$ cat src/rtl/scb_pkg.sv
package scb_pkg;
    localparam int CODE_W  = 4;
    localparam int CODE_N  = 1 << CODE_W;
    localparam int HW_EVT  = 5;
    localparam int EVT_N   = HW_EVT + 1;
    localparam int BYTE_W  = 8;
    localparam int WORD_W  = 32;

    // legal and pointer-carrying code sets, one bit per code value
    localparam logic [CODE_N-1:0] CU_LEGAL = 16'h00F6;
    localparam logic [CODE_N-1:0] CU_PTR   = 16'h0052;
    localparam logic [CODE_N-1:0] RU_LEGAL = 16'h0076;
    localparam logic [CODE_N-1:0] RU_PTR   = 16'h0062;

    // byte lanes of the control word
    localparam int LANE_STAT = 0;
    localparam int LANE_ACK  = 1;
    localparam int LANE_CMD  = 2;
    localparam int LANE_IC   = 3;
endpackage

$ cat src/rtl/scb_evt_flags.sv
module scb_evt_flags #(
    parameter int N = 6
) (
    input  logic         clk,
    input  logic         rst_n,
    input  logic [N-1:0] set_i,
    input  logic [N-1:0] clr_i,
    output logic [N-1:0] flags_o
);
    logic [N-1:0] flags_d, flags_q;

    // set dominates a clear in the same cycle so no event is lost
    always_comb begin
        flags_d = (flags_q & ~clr_i) | set_i;
    end

    always_ff @(posedge clk or negedge rst_n) begin
        if (!rst_n) flags_q <= '0;
        else        flags_q <= flags_d;
    end

    assign flags_o = flags_q;
endmodule

$ cat src/rtl/scb_cmd_slot.sv
module scb_cmd_slot
    import scb_pkg::*;
#(
    parameter int                PTR_W   = 32,
    parameter logic [CODE_N-1:0] LEGAL   = '0,
    parameter logic [CODE_N-1:0] PTR_SET = '0
) (
    input  logic              clk,
    input  logic              rst_n,
    input  logic              load_i,
    input  logic [CODE_W-1:0] code_i,
    input  logic [PTR_W-1:0]  ptr_i,
    input  logic              accept_i,
    output logic              busy_o,
    output logic [CODE_W-1:0] code_o,
    output logic [PTR_W-1:0]  ptr_o
);
    typedef struct packed {
        logic [CODE_W-1:0] code;
        logic [PTR_W-1:0]  ptr;
    } slot_t;

    slot_t slot_d, slot_q;
    logic  pending;

    assign pending = (slot_q.code != '0);

    always_comb begin
        slot_d = slot_q;
        if (pending) begin
            if (accept_i) begin
                slot_d.code = '0;
                slot_d.ptr  = '0;
            end
        end else if (load_i && LEGAL[code_i]) begin
            slot_d.code = code_i;
            slot_d.ptr  = PTR_SET[code_i] ? ptr_i : '0;
        end
    end

    always_ff @(posedge clk or negedge rst_n) begin
        if (!rst_n) slot_q <= '0;
        else        slot_q <= slot_d;
    end

    assign busy_o = pending;
    assign code_o = slot_q.code;
    assign ptr_o  = slot_q.ptr;
endmodule

$ cat src/rtl/scb_regs.sv
module scb_regs
    import scb_pkg::*;
#(
    parameter int PTR_W = 32
) (
    input  logic              clk,
    input  logic              rst_n,
    input  logic              host_we,
    input  logic              host_addr,
    input  logic [3:0]        host_be,
    input  logic [31:0]       host_wdata,
    output logic [31:0]       host_rdata,
    input  logic [1:0]        cu_state_i,
    input  logic [5:0]        ru_state_i,
    input  logic [4:0]        evt_i,
    output logic              cu_cmd_valid,
    output logic [3:0]        cu_cmd_code,
    output logic [PTR_W-1:0]  cu_cmd_ptr,
    input  logic              cu_accept,
    output logic              ru_cmd_valid,
    output logic [3:0]        ru_cmd_code,
    output logic [PTR_W-1:0]  ru_cmd_ptr,
    input  logic              ru_accept,
    output logic              irq_o
);
    localparam int GEN_BYTES = PTR_W / BYTE_W;

    typedef struct packed {
        logic [PTR_W-1:0] gen;
        logic             mask;
    } ctl_t;

    ctl_t ctl_d, ctl_q;

    logic              wr_ctl, wr_gen;
    logic              ack_wr, cmd_wr, ic_wr;
    logic              cmd_load, cu_busy, ru_busy;
    logic [EVT_N-1:0]  evt_set, evt_clr, evt_flags;
    logic [CODE_W-1:0] cu_code_q, ru_code_q;
    logic              irq_mask;

    assign wr_ctl = host_we && !host_addr;
    assign wr_gen = host_we &&  host_addr;
    assign ack_wr = wr_ctl && host_be[LANE_ACK];
    assign cmd_wr = wr_ctl && host_be[LANE_CMD];
    assign ic_wr  = wr_ctl && host_be[LANE_IC];

    always_comb begin
        ctl_d = ctl_q;
        for (int b = 0; b < GEN_BYTES; b++) begin
            if (wr_gen && host_be[b]) begin
                ctl_d.gen[b*BYTE_W +: BYTE_W] = host_wdata[b*BYTE_W +: BYTE_W];
            end
        end
        if (ic_wr) begin
            ctl_d.mask = host_wdata[LANE_IC*BYTE_W];
        end
    end

    always_ff @(posedge clk or negedge rst_n) begin
        if (!rst_n) begin
            ctl_q.gen  <= '0;
            ctl_q.mask <= 1'b1;
        end else begin
            ctl_q <= ctl_d;
        end
    end

    assign irq_mask = ctl_q.mask;

    // flag index 0 is the software event, 1..5 are the engine events
    assign evt_set = {evt_i, ic_wr && host_wdata[LANE_IC*BYTE_W + 1]};
    assign evt_clr = ack_wr ? host_wdata[LANE_ACK*BYTE_W + 2 +: EVT_N] : '0;

    scb_evt_flags #(.N(EVT_N)) u_flags (
        .clk     (clk),
        .rst_n   (rst_n),
        .set_i   (evt_set),
        .clr_i   (evt_clr),
        .flags_o (evt_flags)
    );

    assign cmd_load = cmd_wr && !cu_busy && !ru_busy;

    scb_cmd_slot #(.PTR_W(PTR_W), .LEGAL(CU_LEGAL), .PTR_SET(CU_PTR)) u_cu_slot (
        .clk      (clk),
        .rst_n    (rst_n),
        .load_i   (cmd_load),
        .code_i   (host_wdata[LANE_CMD*BYTE_W + CODE_W +: CODE_W]),
        .ptr_i    (ctl_q.gen),
        .accept_i (cu_accept),
        .busy_o   (cu_busy),
        .code_o   (cu_code_q),
        .ptr_o    (cu_cmd_ptr)
    );

    scb_cmd_slot #(.PTR_W(PTR_W), .LEGAL(RU_LEGAL), .PTR_SET(RU_PTR)) u_ru_slot (
        .clk      (clk),
        .rst_n    (rst_n),
        .load_i   (cmd_load),
        .code_i   (host_wdata[LANE_CMD*BYTE_W +: CODE_W]),
        .ptr_i    (ctl_q.gen),
        .accept_i (ru_accept),
        .busy_o   (ru_busy),
        .code_o   (ru_code_q),
        .ptr_o    (ru_cmd_ptr)
    );

    assign cu_cmd_valid = cu_busy;
    assign cu_cmd_code  = cu_code_q;
    assign ru_cmd_valid = ru_busy;
    assign ru_cmd_code  = ru_code_q;

    assign irq_o = (|evt_flags) && !ctl_q.mask;

    always_comb begin
        if (host_addr) begin
            host_rdata = ctl_q.gen[WORD_W-1:0];
        end else begin
            host_rdata = {7'b0, ctl_q.mask,
                          cu_code_q, ru_code_q,
                          evt_flags, 2'b00,
                          cu_state_i, ru_state_i};
        end
    end
endmodule

$ cat config.mk
export PLATFORM = sky130hd
export DESIGN_NAME = scb_regs
export DESIGN_NICKNAME = d
export VERILOG_FILES = /design/src/rtl/scb_pkg.sv /design/src/rtl/scb_evt_flags.sv /design/src/rtl/scb_cmd_slot.sv /design/src/rtl/scb_regs.sv
export SDC_FILE = /design/constraint.sdc
export NUM_CORES = 1
export LEC_CHECK = 0
export BUFFER_PORTS_ARGS = -buffer_cell sky130_fd_sc_hd__buf_2
export CAP_MARGIN = 20
export CORE_ASPECT_RATIO = 0.75
export CORE_MARGIN = 1.5
export CORE_UTILIZATION = 50
export CTS_BUF_LIST = sky130_fd_sc_hd__clkbuf_4
export CTS_CLUSTER_SIZE = 20
export DETAILED_ROUTE_END_ITERATION = 10
export GPL_TIMING_DRIVEN = 0
export PLACE_DENSITY_LB_ADDON = 0.08
export SLEW_MARGIN = 25
export SYNTH_ARGS = -nofsm -noshare
export SYNTH_HDL_FRONTEND = slang
export SYNTH_SLANG_ARGS = --single-unit
$ cat constraint.sdc
create_clock -name clk -period 6 [get_ports clk]
set_clock_uncertainty 0.15 [all_clocks]
set_input_delay 0.6 -clock clk [delete_from_list [all_inputs] [get_ports clk]]
set_output_delay 0.6 -clock clk [all_outputs]
set_load 0.05 [all_outputs]
Yosys cells after proc, flatten, opt, wreduce, memory -nomap -nowiden

Memory sizes are Yosys's and may differ from the RTL's.
Cells that the tools add are included.

Reduce and logical (&&, ||, !) cells: 26
Bitwise gates (word level): 3
Magnitude comparators: 2
Mux-type cells: 14
Equal/unequal tests: 2

Operators by type and width:

| cell                                                                  | count |
|---|---|
| 36-bit two-way mux                                                    | 6 |
| 32-bit two-way mux                                                    | 3 |
| 1-bit logical AND                                                     | 15 |
| 4-bit by 5-bit < comparator with 1-bit output (second input constant) | 2 |
| 4-bit nonzero test                                                    | 2 |
| 6-bit AND                                                             | 1 |
| 6-bit two-way mux                                                     | 1 |
| 6-bit inverter                                                        | 1 |
| 6-bit bitwise OR                                                      | 1 |
| 6-bit OR reduction                                                    | 1 |
| 1-bit zero test                                                       | 4 |
| 1-bit two-way mux                                                     | 4 |
| 2-bit inequality test (second input constant)                         | 2 |
| 2-bit AND reduction                                                   | 2 |
| 2-bit nonzero test                                                    | 2 |

Bits in read-only memories: 64
Memories: 4
Flip-flop bits (word level): 111
Output and inout bits: 107

Memories:

| memory           | words | bits a word | read ports | clocked after Yosys merged registers in | write ports | RTL line           | RTL |
|---|---|---|---|---|---|---|---|
| (name not given) | 16    | 1           | 1          | 0                                       | 0           | scb_cmd_slot.sv:37 | `slot_d.ptr = PTR_SET[code_i] ? ptr_i : '0;` |
| (name not given) | 16    | 1           | 1          | 0                                       | 0           | scb_cmd_slot.sv:35 | `end else if (load_i && LEGAL[code_i]) begin` |
| (name not given) | 16    | 1           | 1          | 0                                       | 0           | scb_cmd_slot.sv:37 |  |
| (name not given) | 16    | 1           | 1          | 0                                       | 0           | scb_cmd_slot.sv:35 |  |

Logic depth before layout (Yosys ltp)

Gate-level depths: netlist of the first run.

Depth after elaboration: 8
Depth in mapped cells: 8
Depth with buffers taken out: 6

Cells and area by module

A second synthesis of the first run with hierarchy kept.

Cell total of the unflattened synthesis: 392
Area, all modules: 5143.7 µm²

By module, submodules not included:

| module                   | cells an instance | times used | seq. area each (µm²) | area each (µm²) |
|---|---|---|---|---|
| scb_cmd_slot (u_cu_slot) | 162               | 1          | 900.9                | 1820.5 |
| scb_regs                 | 121               | 1          | 827.0                | 1709.1 |
| scb_cmd_slot (u_ru_slot) | 91                | 1          | 900.9                | 1396.3 |
| scb_evt_flags            | 18                | 1          | 150.1                | 217.7 |

Worst setup path before layout of the first run

No wires, ideal clock.

Path type: register to register
Start point: register u_ru_slot.slot_q (netlist bit u_ru_slot.code_o[3])
End point: register u_ru_slot.slot_q (netlist bit u_ru_slot.ptr_o[24])
Stages on the path, launching flop included: 8
Path buffers: 3
Data arrival time: 2.378 ns
Required time: 5.718 ns
Setup time: 0.132 ns
Setup slack: 3.340 ns
Cell sequence: dfrtp_1 -> or4_1 -> clkbuf_2 -> or4_4 -> buf_6 -> buf_6 -> nand3_2 -> o21ai_1

Word-level cells in the longest chain between the ends: 6
Elaborated cells on any way between the ends: 8
Classes of those cells: eq/ne: 1; mux: 1; reduce/logical: 6

Ends and longest elaborated chain:

| what                          | RTL line           | RTL |
|---|---|---|
| from (decl)                   | scb_cmd_slot.sv:23 | `slot_t slot_d, slot_q;` |
| from (signal assigned)        | scb_cmd_slot.sv:43 | `else slot_q <= slot_d;` |
| 4-bit nonzero test (*)        | scb_cmd_slot.sv:26 | `assign pending = (slot_q.code != '0);` |
| named net ru_cmd_valid        | scb_regs.sv:20     | `output logic ru_cmd_valid,` |
| 1-bit zero test               | scb_regs.sv:83     | `assign cmd_load = cmd_wr && !cu_busy && !ru_busy;` |
| 1-bit logical AND             | scb_regs.sv:83     |  |
| 1-bit logical AND             | scb_cmd_slot.sv:35 |  |
| 2-bit nonzero test (no line)  | -                  |  |
| 2-bit AND reduction (no line) | -                  |  |

Mark *: on every way through the listed nets, which the timed path passes. The rest lies on a longest branch.
A chain may end at the register's enable or synchronous reset.

Final worst setup path of the first run

Start point: input host_addr
End point: output host_rdata[15]

Word-level cells in the longest chain between the ends: 1

Ends and longest elaborated chain:

| what               | RTL line        | RTL |
|---|---|---|
| from (decl)        | scb_regs.sv:9   | `input logic host_addr,` |
| 32-bit two-way mux | scb_regs.sv:117 | `if (host_addr) begin` |
| to (decl)          | scb_regs.sv:12  | `output logic [31:0] host_rdata,` |

Every way passes these cells.

==> results of run 1 <==
-- routing by layer --
layer | track usage | up-vias | wire (um)
met5 | 0 | - | 0
met3 | 0.0552 | 13 | 857
met1 | 0.379 | 2123 | 6450
met4 | 0.0592 | 0 | 143
met2 | 0.418 | 150 | 6450
li1 | - | 2006 | -
-- power by group through the flow --
stage	clock network, mW	registers [mW]	logic (mW)
floorplan	0	1.09	0.282
global route	0.351	0.941	0.654
detailed placement	0	0.942	0.619
CTS	0.321	0.927	0.620
finish	0.312	0.930	0.617
global placement	0	0.938	0.607
-- layout make-up --
type	instances	area share
inverter	8	0.00491
buffer	39	0.0325
timing repair buffer	162	0.138
clock buffer	11	0.0135
multi-input combinational	315	0.328
clock inverter	3	0.00204
tap	132	0.0270
sequential	111	0.454
-- registers in the layout, summed over array words and instances (netlist names) --
signal and count:
u_ru_slot.ptr_o 32, u_flags.flags_o 6, irq_mask 1, u_ru_slot.code_o 4
ctl_q 32, u_cu_slot.code_o 4, u_cu_slot.ptr_o 32
-- timing repair --
item / CTS / global route
buffers inserted: 0 / 0
hold buffers: 1 / 0
endpoints found under the hold margin: 48 / 0
-- Yosys cell counts (all sizes together) --
| cell | count | area share |
|---|---|---|
| nand3 | 36 | 0.046 |
| dfstp | 1 | 0.0052 |
| dfrtp | 110 | 0.55 |
| or4bb | 1 | 0.0022 |
| nor2b | 3 | 0.0037 |
| o22ai | 3 | 0.0075 |
| nor2 | 4 | 0.0030 |
| nand2b | 1 | 0.0012 |
| nand2 | 81 | 0.061 |
| ha | 3 | 0.0075 |
| nand3b | 1 | 0.0015 |
| a21oi | 2 | 0.0020 |
| a21o | 5 | 0.0075 |
| a211oi | 1 | 0.0015 |
| or4 | 3 | 0.0052 |
| clkbuf | 23 | 0.017 |
| a22o | 3 | 0.0052 |
| o21ai | 71 | 0.071 |
| inv | 8 | 0.0060 |
| nor4 | 2 | 0.0055 |
| mux2 | 50 | 0.11 |
| a32o | 1 | 0.0020 |
| buf | 16 | 0.022 |
| nand4 | 32 | 0.040 |
| nor3 | 1 | 0.0010 |
| and2 | 11 | 0.014 |
-- final timing paths --
check	from	endpoint	cells after the start
min in group asynchronous	rst_n	u_ru_slot.code_o[3]	2
worst max-delay path	host_addr	host_rdata[15]	5
max in group asynchronous	rst_n	irq_mask	3
worst max register to register	u_cu_slot.code_o[0]	u_cu_slot.ptr_o[28]	7
worst min register to register	u_ru_slot.ptr_o[31]	u_ru_slot.ptr_o[31]	2
worst min-delay path	evt_i[1]	u_flags.flags_o[2]	2
-- through the flow --
| stage | cells | setup WS, ns |
|---|---|---|
| floorplan | 473 | 3.34 |
| detailed placement | 766 | 2.81 |
| global route | 781 | 2.71 |
| CTS | 781 | 2.82 |
| global placement | 765 | 2.85 |
| finish | 781 | 2.84 |
-- critical path: cells and delay by family --
kind | cells | cell delay [ns]
multiplexers | 1 | 0.41
buffers and inverters | 4 | 1.39
-- layout by cell type, fill, tap and decap left out, types with 8 or more instances in the layout --
master / synthesis / layout
sky130_fd_sc_hd__buf_2: 8 / 167
sky130_fd_sc_hd__dfrtp_1: 110 / 110
sky130_fd_sc_hd__nand2_1: 81 / 81
sky130_fd_sc_hd__o21ai_1: 57 / 57
sky130_fd_sc_hd__mux2_2: 50 / 50
sky130_fd_sc_hd__nand4_1: 32 / 32
sky130_fd_sc_hd__nand3_1: 26 / 26
sky130_fd_sc_hd__clkbuf_1: 22 / 22
sky130_fd_sc_hd__o21ai_0: 14 / 14
sky130_fd_sc_hd__and2_1: 11 / 11
sky130_fd_sc_hd__clkbuf_4: 0 / 11
sky130_fd_sc_hd__nand3_2: 10 / 10
sky130_fd_sc_hd__inv_1: 8 / 8
-- cell families (layout without fill, tap and decap cells) --
family / count (synthesis) / after routing
buffers and inverters: 47 / 223
DFF: 111 / 111
adders and majority gates: 3 / 3
muxes: 50 / 50
and+or+nand+nor: 176 / 176
AOI/OAI and AO/OA: 86 / 86
==> flow_summary.yaml, run 1 <==
detailed_routing:
  route.final.wire_length_um: 13900
  detailroute.via_count: 4292
  dr.pass1.iters: 4
  vias_per_cell: 5.50
  drt.antenna.violating_nets: 0
  detail_route.drc_violations: 0
  wire_per_inst_um: 17.8
  drtIter0Drc: 230
global_routing:
  grt_max_degree: 64
  grt-ovfl-total: 0
  wire_length_of_the_first_global_routing_pass_um: 22100
  initial_antenna_violation_count: 0
  grt.total_usage: 0.264
  grt_pass1_vias: 4279
cells_and_area:
  final_layout_size_suffix_gt1_frac: 0.393
  post_route_core_utilization: 0.631
  fill_cells: 880
  num_antenna_cells: 0
  ff_latch_area_um2: 2780
  area_growth_pct: 22.0
  multiInputGateArea_um2: 2010
  final_design_area_no_fill_um2: 6120
  final_net_count: 704
floorplan:
  std_cell_rows: 31
  initial_core_util: 0.517
  die_x_um: 119
  die_h_um: 89.7
  number_of_placed_i_o_pins: 162
  coreArea_um2: 9700
  die_area_um2: 10600
clock_tree:
  clock_insertion_delay_worst_skew_ns: 0.46
  ctsResizeCount: 0
  cts_tree: "built"
  max-clock-path-buffers: 2
  clk_transition_reported_paths_ns: 0.15
  cts_htree_levels: 3
  cts_root_buffer: "sky130_fd_sc_hd__clkbuf_4"
  clock_sinks: 111
  cts_inserted_buffers: 9
sta:
  final-max-slew-violation-count: 0
  worstMarginPinSlew_ns: 0.700
  slew_headroom: 0.534
  setup_viol_count_final: 0
  hold_vio_cnt_final: 0
  fin_tns_setup_ns: 0
  post-route-min-period_ns: 3.16
  hold_ws_ns: 0.162
  fmax_mhz: 317
  post-route-period-util: 0.526
  grt_setup_unrepaired: "no"
worst_setup_path:
  arrival_ns: 2.41
  cp_max_fo: 10
  end_kind: "output port"
  worst-r2r-setup-slack_ns: 3.45
  worst-endpoint-required_ns: 5.25
  cp-start-kind: "input pin"
  critical_path.max_stage_delay_ns: 0.60
  path_cells: "buf_2, clkbuf_1, clkbuf_1, mux2_2, buf_2"
  worst_path_max_delay_cell: "sky130_fd_sc_hd__clkbuf_1"
  path_class: "in -> out"
synthesis:
  synth_top_family_by_area: "simple AND/OR/NAND/NOR gates"
  synth-compound-area-share: 0.0966
  post_synth_net_total: 531
  synth_area_um2: 5010
  synth-xor-area-share: 0
  synth.yosys.seq_area_share: 0.554
  synth_cell_type_count: 34
  post_synth.cell_area_avg_um2: 10.6
  yosys-mux-area-fraction: 0.112
  yosys_warnings: 0
  ys_ff_latch: 111
  synthSimpleGateAreaFrac: 0.184
  adder_and_majority_cell_fraction_of_the_synthesized_area: 0.00749
  syn-instance-count: 473
flow_run:
  cap_viol_max_count: 0
power:
  comb_power_share: 0.332
  vdd_ir_drop_max_mv: 0.252
  switchingPower_mw: 0.765
  power_density_nw_per_um2: 304
  sequential_fraction_of_design_power: 0.500
  power.total_mw: 1.86
  p_sw_frac: 0.411
  clk_network_pwr_share: 0.168
  power.leakage_nw: 3.03
  internal_power_mw: 1.09
place:
  postPlaceCellArea_um2: 6010
  gp_routability_congestion: 0.826
  dp_hpwl_um: 10300
  io_buffer_count: 160
outcome:
  result_of_the_run: "finished, final reports clean"
worst_hold_path:
  worst_hold_path_type: "in -> reg"
No activity file was read; power rests on OpenSTA's default activity.
==> inputs of run 2 (changes only) <==
--- a/config.mk
+++ b/config.mk
@@ -5,6 +5,7 @@
 export SDC_FILE = /design/constraint.sdc
 export NUM_CORES = 1
 export LEC_CHECK = 0
+export ABC_AREA = 1
 export BUFFER_PORTS_ARGS = -buffer_cell sky130_fd_sc_hd__buf_2
 export CAP_MARGIN = 20
 export CORE_ASPECT_RATIO = 0.75
==> constraint.sdc (replaced) <==
create_clock -name clk -period 3 [get_ports clk]
set_clock_uncertainty 0.15 [all_clocks]
set_input_delay 0.3 -clock clk [delete_from_list [all_inputs] [get_ports clk]]
set_output_delay 0.3 -clock clk [all_outputs]
set_load 0.05 [all_outputs]
==> flow_summary.yaml, run 2 <==
worst_hold_path:
  worst_hold_path_type: "in -> reg"
  worst_hold_startpoint: "host_wdata[19]"
  worst_hold_path.endpoint: "ctl_q[20]"
  hold_path_depth: 3
detailed_routing:
  detailroute.via_count: 5753
  wire_per_inst_um: 16.8
  detail_route.drc_violations: 0
  drt.antenna.violating_nets: 0
  drtIter0Drc: 410
  dr.pass1.iters: 5
  route.final.wire_length_um: 17800
  vias_per_cell: 5.42
worst_setup_path:
  critical-path-top-delay-family: "buffers and inverters"
  cp-start-kind: "input pin"
  path_cells: "buf_2, inv_2, buf_2, buf_1, nand2_1, o21ai_0, buf_2"
  cp_max_fo: 10
  arrival_ns: 1.79
  worst-path-buf-inv: 5
  worst_path_max_delay_cell: "sky130_fd_sc_hd__buf_1"
  rr_endpoint: "u_ru_slot.ptr_o[29]"
  reg2regPathDepth: 6
  critical_path.max_stage_delay_ns: 0.48
  worst-r2r-setup-slack_ns: 1.19
  cp_num_cells: 7
  cp_common_cell: "sky130_fd_sc_hd__buf_2"
  worst_reg2reg_startpoint: "u_cu_slot.code_o[1]"
  path_class: "in -> out"
  end_kind: "output port"
  worst-endpoint-required_ns: 2.55
synthesis:
  post-synth-top-area-fraction: 0.470
  ys_ff_latch: 111
  synth_enable_flop_cells: 0
  yosys_most_used_dff: "sky130_fd_sc_hd__dfrtp_1"
  yosys.cell_count.top_type: "sky130_fd_sc_hd__nand2_1"
  ys_top_cells_by_count: "128 x sky130_fd_sc_hd__nand2_1, 110 x sky130_fd_sc_hd__dfrtp_1, 71 x sky130_fd_sc_hd__nand4_1, 64 x sky130_fd_sc_hd__inv_1, 64 x sky130_fd_sc_hd__nor3_1"
  yosys_warnings: 0
  synth-async-reset-ratio: 1.00
  yosys-top-cells-area: "sky130_fd_sc_hd__dfrtp_1 47%, sky130_fd_sc_hd__nand3_2 10%, sky130_fd_sc_hd__nand2_1 8.2%"
  synth_area_um2: 5860
  synth_largest_area_cell: "sky130_fd_sc_hd__dfrtp_1"
  post_synth.cell_area_avg_um2: 8.64
  syn-instance-count: 678
  synth.yosys.seq_area_share: 0.474
  post_synth_net_total: 736
  synth_cell_type_count: 24
power:
  vdd_ir_drop_max_mv: 0.359
  power.leakage_nw: 4.03
  power_density_nw_per_um2: 683
cells_and_area:
  final_cell_mix: "176 x sky130_fd_sc_hd__buf_2, 128 x sky130_fd_sc_hd__nand2_1, 110 x sky130_fd_sc_hd__dfrtp_1"
  area_growth_pct: 27.4
  num_antenna_cells: 0
  final_net_count: 952
  final_layout_size_suffix_gt1_frac: 0.313
  post_route_core_utilization: 0.648
  layout_commonest_cell: "sky130_fd_sc_hd__buf_2"
  fill_cells: 1017
  layoutNonFillerInstCount: 1061
sta:
  post-route-period-util: 0.746
  fmax_mhz: 447
  worstMarginPinSlew_ns: 0.578
  post-route-min-period_ns: 2.24
  grt_setup_unrepaired: "no"
  setup_viol_count_final: 0
  fin_tns_setup_ns: 0
  hold_vio_cnt_final: 0
  hold_ws_ns: 0.0215
  final-max-slew-violation-count: 0
  slew_headroom: 0.614
  final.setup.worst_slack_ns: 0.761
floorplan:
  die_x_um: 128
  number_of_placed_i_o_pins: 162
  die_area_um2: 12400
  std_cell_rows: 34
  coreArea_um2: 11500
  initial_core_util: 0.508
  die_h_um: 96.8
clock_tree:
  clock_sinks: 111
  cts_root_buffer: "sky130_fd_sc_hd__clkbuf_4"
  clk_transition_reported_paths_ns: 0.14
  clock_insertion_delay_worst_skew_ns: 0.48
  cts_inserted_buffers: 9
  max-clock-path-buffers: 2
  cts_tree: "built"
  cts_htree_levels: 3
place:
  gp_routability_congestion: 0.925
  pre_cts_ws_ns: 0.759
  io_buffer_count: 161
  dp_hpwl_um: 13100
  dp.cells: 1002
outcome:
  result_of_the_run: "finished, final reports clean"
flow_run:
  cap_viol_max_count: 0
global_routing:
  grt_pass1_vias: 5451
  grt.total_usage: 0.295
  grt_max_degree: 59
  wire_length_of_the_first_global_routing_pass_um: 28400
  initial_antenna_violation_count: 0
  grt-ovfl-total: 0
## run 2: cell count changes in the layout (fill, tap and decap cells not counted), sizes merged, moves of 17 or more
cell,delta
a21oi,+18
buf,+17
dlygate4sd3,+42
inv,+59
mux2,-50
nand2,+51
nand3,+43
nand4,+39
nor2,+31
nor3,+63
o21ai,-29
## run 2: area by class of cell
type	instances	area, um2	area share
timing repair buffer	205	1270	0.170
buffer	52	290	0.0389
inverter	67	251	0.0337
tap	162	203	0.0271
clock inverter	3	37.5	0.00503
clock buffer	13	97.6	0.0131
sequential	111	2780	0.372
multi-input combinational	448	2540	0.340
## run 2: worst max-delay path by stage
| stage | slack [ns] | to | from |
|---|---|---|---|
| finish | 0.76 | host_rdata[17] | host_addr |
| global route | 0.68 | host_rdata[18] | host_addr |
| CTS | 0.75 | host_rdata[18] | host_addr |
| detailed placement | 0.76 | host_rdata[18] | host_addr |
| global placement | 0.20 | u_ru_slot.ptr_o[20] | rst_n |
| floorplan | 0.72 | host_rdata[19] | u_ru_slot.code_o[3] |
## run 2: metrics by stage
| step | cell area, um2 | total power, mW |
|---|---|---|
| after floorplan | 5860 | 3.64 |
| after global placement | 6870 | 4.25 |
| after detailed placement | 6900 | 4.30 |
| after CTS | 7460 | 5.09 |
| after global routing | 7470 | 5.34 |
| final | 7470 | 5.10 |
## run 2: what timing repair did
| action | CTS | global route |
|---|---|---|
| hold buffers | 42 | 1 |
| buffers inserted | 0 | 0 |
| gates resized for setup | 0 | 0 |
| endpoints found under the hold margin | 98 | 1 |
## run 2: cells by family (layout without fill, tap and decap cells)
kind of cell / Yosys count / after routing / share of synthesized area
DFF: 111 / 111 / 0.474
AOI/OAI and AO/OA: 64 / 64 / 0.0574
buffers and inverters: 119 / 340 / 0.0924
adders and majority gates: 3 / 3 / 0.00641
and+or+nand+nor: 381 / 381 / 0.370
## run 2: routing by layer
layer | vias to the layer above | part of all wire | GRT usage
met5 | - | 0 | 0
met4 | 0 | 0.017 | 0.0752
met3 | 25 | 0.079 | 0.0763
met2 | 253 | 0.46 | 0.454
met1 | 2748 | 0.45 | 0.416
li1 | 2727 | - | -
## run 2: tightest hold or removal path, cell delays in order
cell                      delay, ns
sky130_fd_sc_hd__buf_2         0.08
sky130_fd_sc_hd__inv_1         0.07
sky130_fd_sc_hd__o21ai_0       0.16
## run 2: power breakdown
part | leakage, nW | internal (mW) | switching (mW)
Clock | 0.0771 | 0.288 | 0.470
Combinational | 2.52 | 0.592 | 1.89
Sequential | 1.43 | 1.70 | 0.150
Total | 4.03 | 2.58 | 2.51
==> inputs of run 3 (changes only) <==
--- a/config.mk
+++ b/config.mk
@@ -10,7 +10,7 @@
 export CAP_MARGIN = 20
 export CORE_ASPECT_RATIO = 0.75
 export CORE_MARGIN = 1.5
-export CORE_UTILIZATION = 50
+export CORE_UTILIZATION = 49
 export CTS_BUF_LIST = sky130_fd_sc_hd__clkbuf_4
 export CTS_CLUSTER_SIZE = 20
 export DETAILED_ROUTE_END_ITERATION = 10
==> constraint.sdc (replaced) <==
create_clock -name clk -period 1.9 [get_ports clk]
set_clock_uncertainty 0.15 [all_clocks]
set_input_delay 0.19 -clock clk [delete_from_list [all_inputs] [get_ports clk]]
set_output_delay 0.19 -clock clk [all_outputs]
set_load 0.05 [all_outputs]
==> flow_summary.yaml, run 3 (synthesized netlist as in run 2, its figures left out) <==
outcome:
  result_of_the_run: "finished, final reports clean"
worst_setup_path:
  path_class: "reg -> out"
  critical-path-top-delay-family: "buffers and inverters"
  cp_max_fo: 4
  worst_path_max_delay_cell: "sky130_fd_sc_hd__dfrtp_1"
  path_cells: "inv_1, o21ai_0, buf_2"
  arrival_ns: 1.55
  cp-start-kind: "register"
  worst-path-buf-inv: 2
  worst-endpoint-required_ns: 1.56
  critical_path.max_stage_delay_ns: 0.35
  end_kind: "output port"
floorplan:
  die_area_um2: 12600
  die_x_um: 129
  initial_core_util: 0.505
  die_h_um: 97.7
  std_cell_rows: 34
  coreArea_um2: 11600
  number_of_placed_i_o_pins: 162
cells_and_area:
  final_cell_mix: "172 x sky130_fd_sc_hd__buf_2, 128 x sky130_fd_sc_hd__nand2_1, 107 x sky130_fd_sc_hd__dfrtp_1"
  num_antenna_cells: 0
  final_layout_size_suffix_gt1_frac: 0.328
  area_growth_pct: 29.0
  final_net_count: 959
  fill_cells: 1012
  layout_commonest_cell: "sky130_fd_sc_hd__buf_2"
clock_tree:
  clk_transition_reported_paths_ns: 0.17
  clock_insertion_delay_worst_skew_ns: 0.48
  max-clock-path-buffers: 2
  cts_htree_levels: 3
  cts_tree: "built"
  cts_inserted_buffers: 9
  clock_sinks: 111
  cts_root_buffer: "sky130_fd_sc_hd__clkbuf_4"
sta:
  post-route-period-util: 0.994
  post-route-min-period_ns: 1.89
  final-max-slew-violation-count: 0
  fin_tns_setup_ns: 0
  hold_ws_ns: 0.0142
  setup_viol_count_final: 0
  worstMarginPinSlew_ns: 0.532
  slew_headroom: 0.645
  fmax_mhz: 529
  hold_vio_cnt_final: 0
  grt_setup_unrepaired: "yes"
global_routing:
  grt_max_degree: 59
  grt-ovfl-total: 0
  wire_length_of_the_first_global_routing_pass_um: 27900
  grt_pass1_vias: 5479
  grt.total_usage: 0.287
  initial_antenna_violation_count: 0
place:
  dp_hpwl_um: 13200
  io_buffer_count: 161
  gp_routability_congestion: 0.926
flow_run:
  cap_viol_max_count: 0
detailed_routing:
  vias_per_cell: 5.44
  detailroute.via_count: 5813
  drt.antenna.violating_nets: 0
  dr.pass1.iters: 4
  wire_per_inst_um: 16.8
  detail_route.drc_violations: 0
  drtIter0Drc: 419
  route.final.wire_length_um: 17900
power:
  power.total_mw: 8.06
  power_density_nw_per_um2: 1070
  power.leakage_nw: 4.08
  vdd_ir_drop_max_mv: 0.517
worst_hold_path:
  worst_hold_path_type: "in -> reg"
==> run 3: cell types whose count changed in the layout (fill, tap and decap cells not counted), sizes merged <==
| cell | previous run | this run |
|---|---|---|
| buf | 194 | 196 |
| dlygate4sd3 | 43 | 47 |
| clkinv | 2 | 6 |
| clkbuf | 33 | 30 |
==> run 3: what timing repair did <==
action / 4_1_cts / 5_1_grt
setup buffers: 0 / 3
resized for setup: 2 / 29
endpoints found under the setup margin: 15 / 77
pin swaps: 0 / 2
hold buffers: 47 / 0
endpoints found under the hold margin: 165 / 0
==> run 3: final timing paths <==
path	from	end	slack, ns	cells after the start
max	ctl_q[21]	host_rdata[20]	0.01	3
min	host_be[2]	u_cu_slot.code_o[0]	0.01	5
min reg2reg	ctl_q[14]	ctl_q[14]	0.36	2
max reg2reg	u_cu_slot.code_o[2]	u_ru_slot.ptr_o[11]	0.14	6
max in group asynchronous	rst_n	u_ru_slot.code_o[2]	0.84	3
min in group asynchronous	rst_n	u_cu_slot.ptr_o[19]	0.06	2
==> run 3: tightest hold or removal path, cell delays in order <==
cell	delay, ns
sky130_fd_sc_hd__buf_2	0.12
sky130_fd_sc_hd__nand3_4	0.13
sky130_fd_sc_hd__nor2_8	0.07
sky130_fd_sc_hd__nand4_1	0.07
sky130_fd_sc_hd__nand2_1	0.05
==> run 3: area by class of cell <==
class | count | area [um2] | area share
inverter | 67 | 251 | 0.0333
sequential | 111 | 2780 | 0.368
clock buffer | 9 | 67.6 | 0.00894
clock inverter | 7 | 53.8 | 0.00712
tap | 162 | 203 | 0.0268
multi-input combinational | 448 | 2550 | 0.338
timing repair buffer | 212 | 1350 | 0.178
buffer | 52 | 303 | 0.0401
==> run 3: per-layer routing <==
layer  track usage  vias to the layer above  wire [um]
li1              -                     2737          -
met1         0.405                     2826       7910
met2         0.457                      226       8440
met3        0.0496                       24       1250
met4        0.0821                        0        327
met5             0                        -          0
==> run 3: where the power goes <==
| part | internal, mW | switching (mW) | total [mW] |
|---|---|---|---|
| Sequential | 2.69 | 0.239 | 2.93 |
| Combinational | 0.975 | 3.01 | 3.98 |
| Clock | 0.380 | 0.763 | 1.14 |
| Total | 4.05 | 4.01 | 8.06 |
==> run 3: per-stage QoR <==
step	worst slack, ns	cells	instance area (um2)	util
2_1_floorplan	-0.0880	678	5870	-
4_1_cts	0.00181	1065	7510	0.646
3_5_place_dp	-0.173	1002	6910	0.595
3_3_place_gp	-1.01	1001	6880	0.592
5_1_grt	-0.0441	1068	7560	0.651
6_report	0.0108	1068	7560	0.651
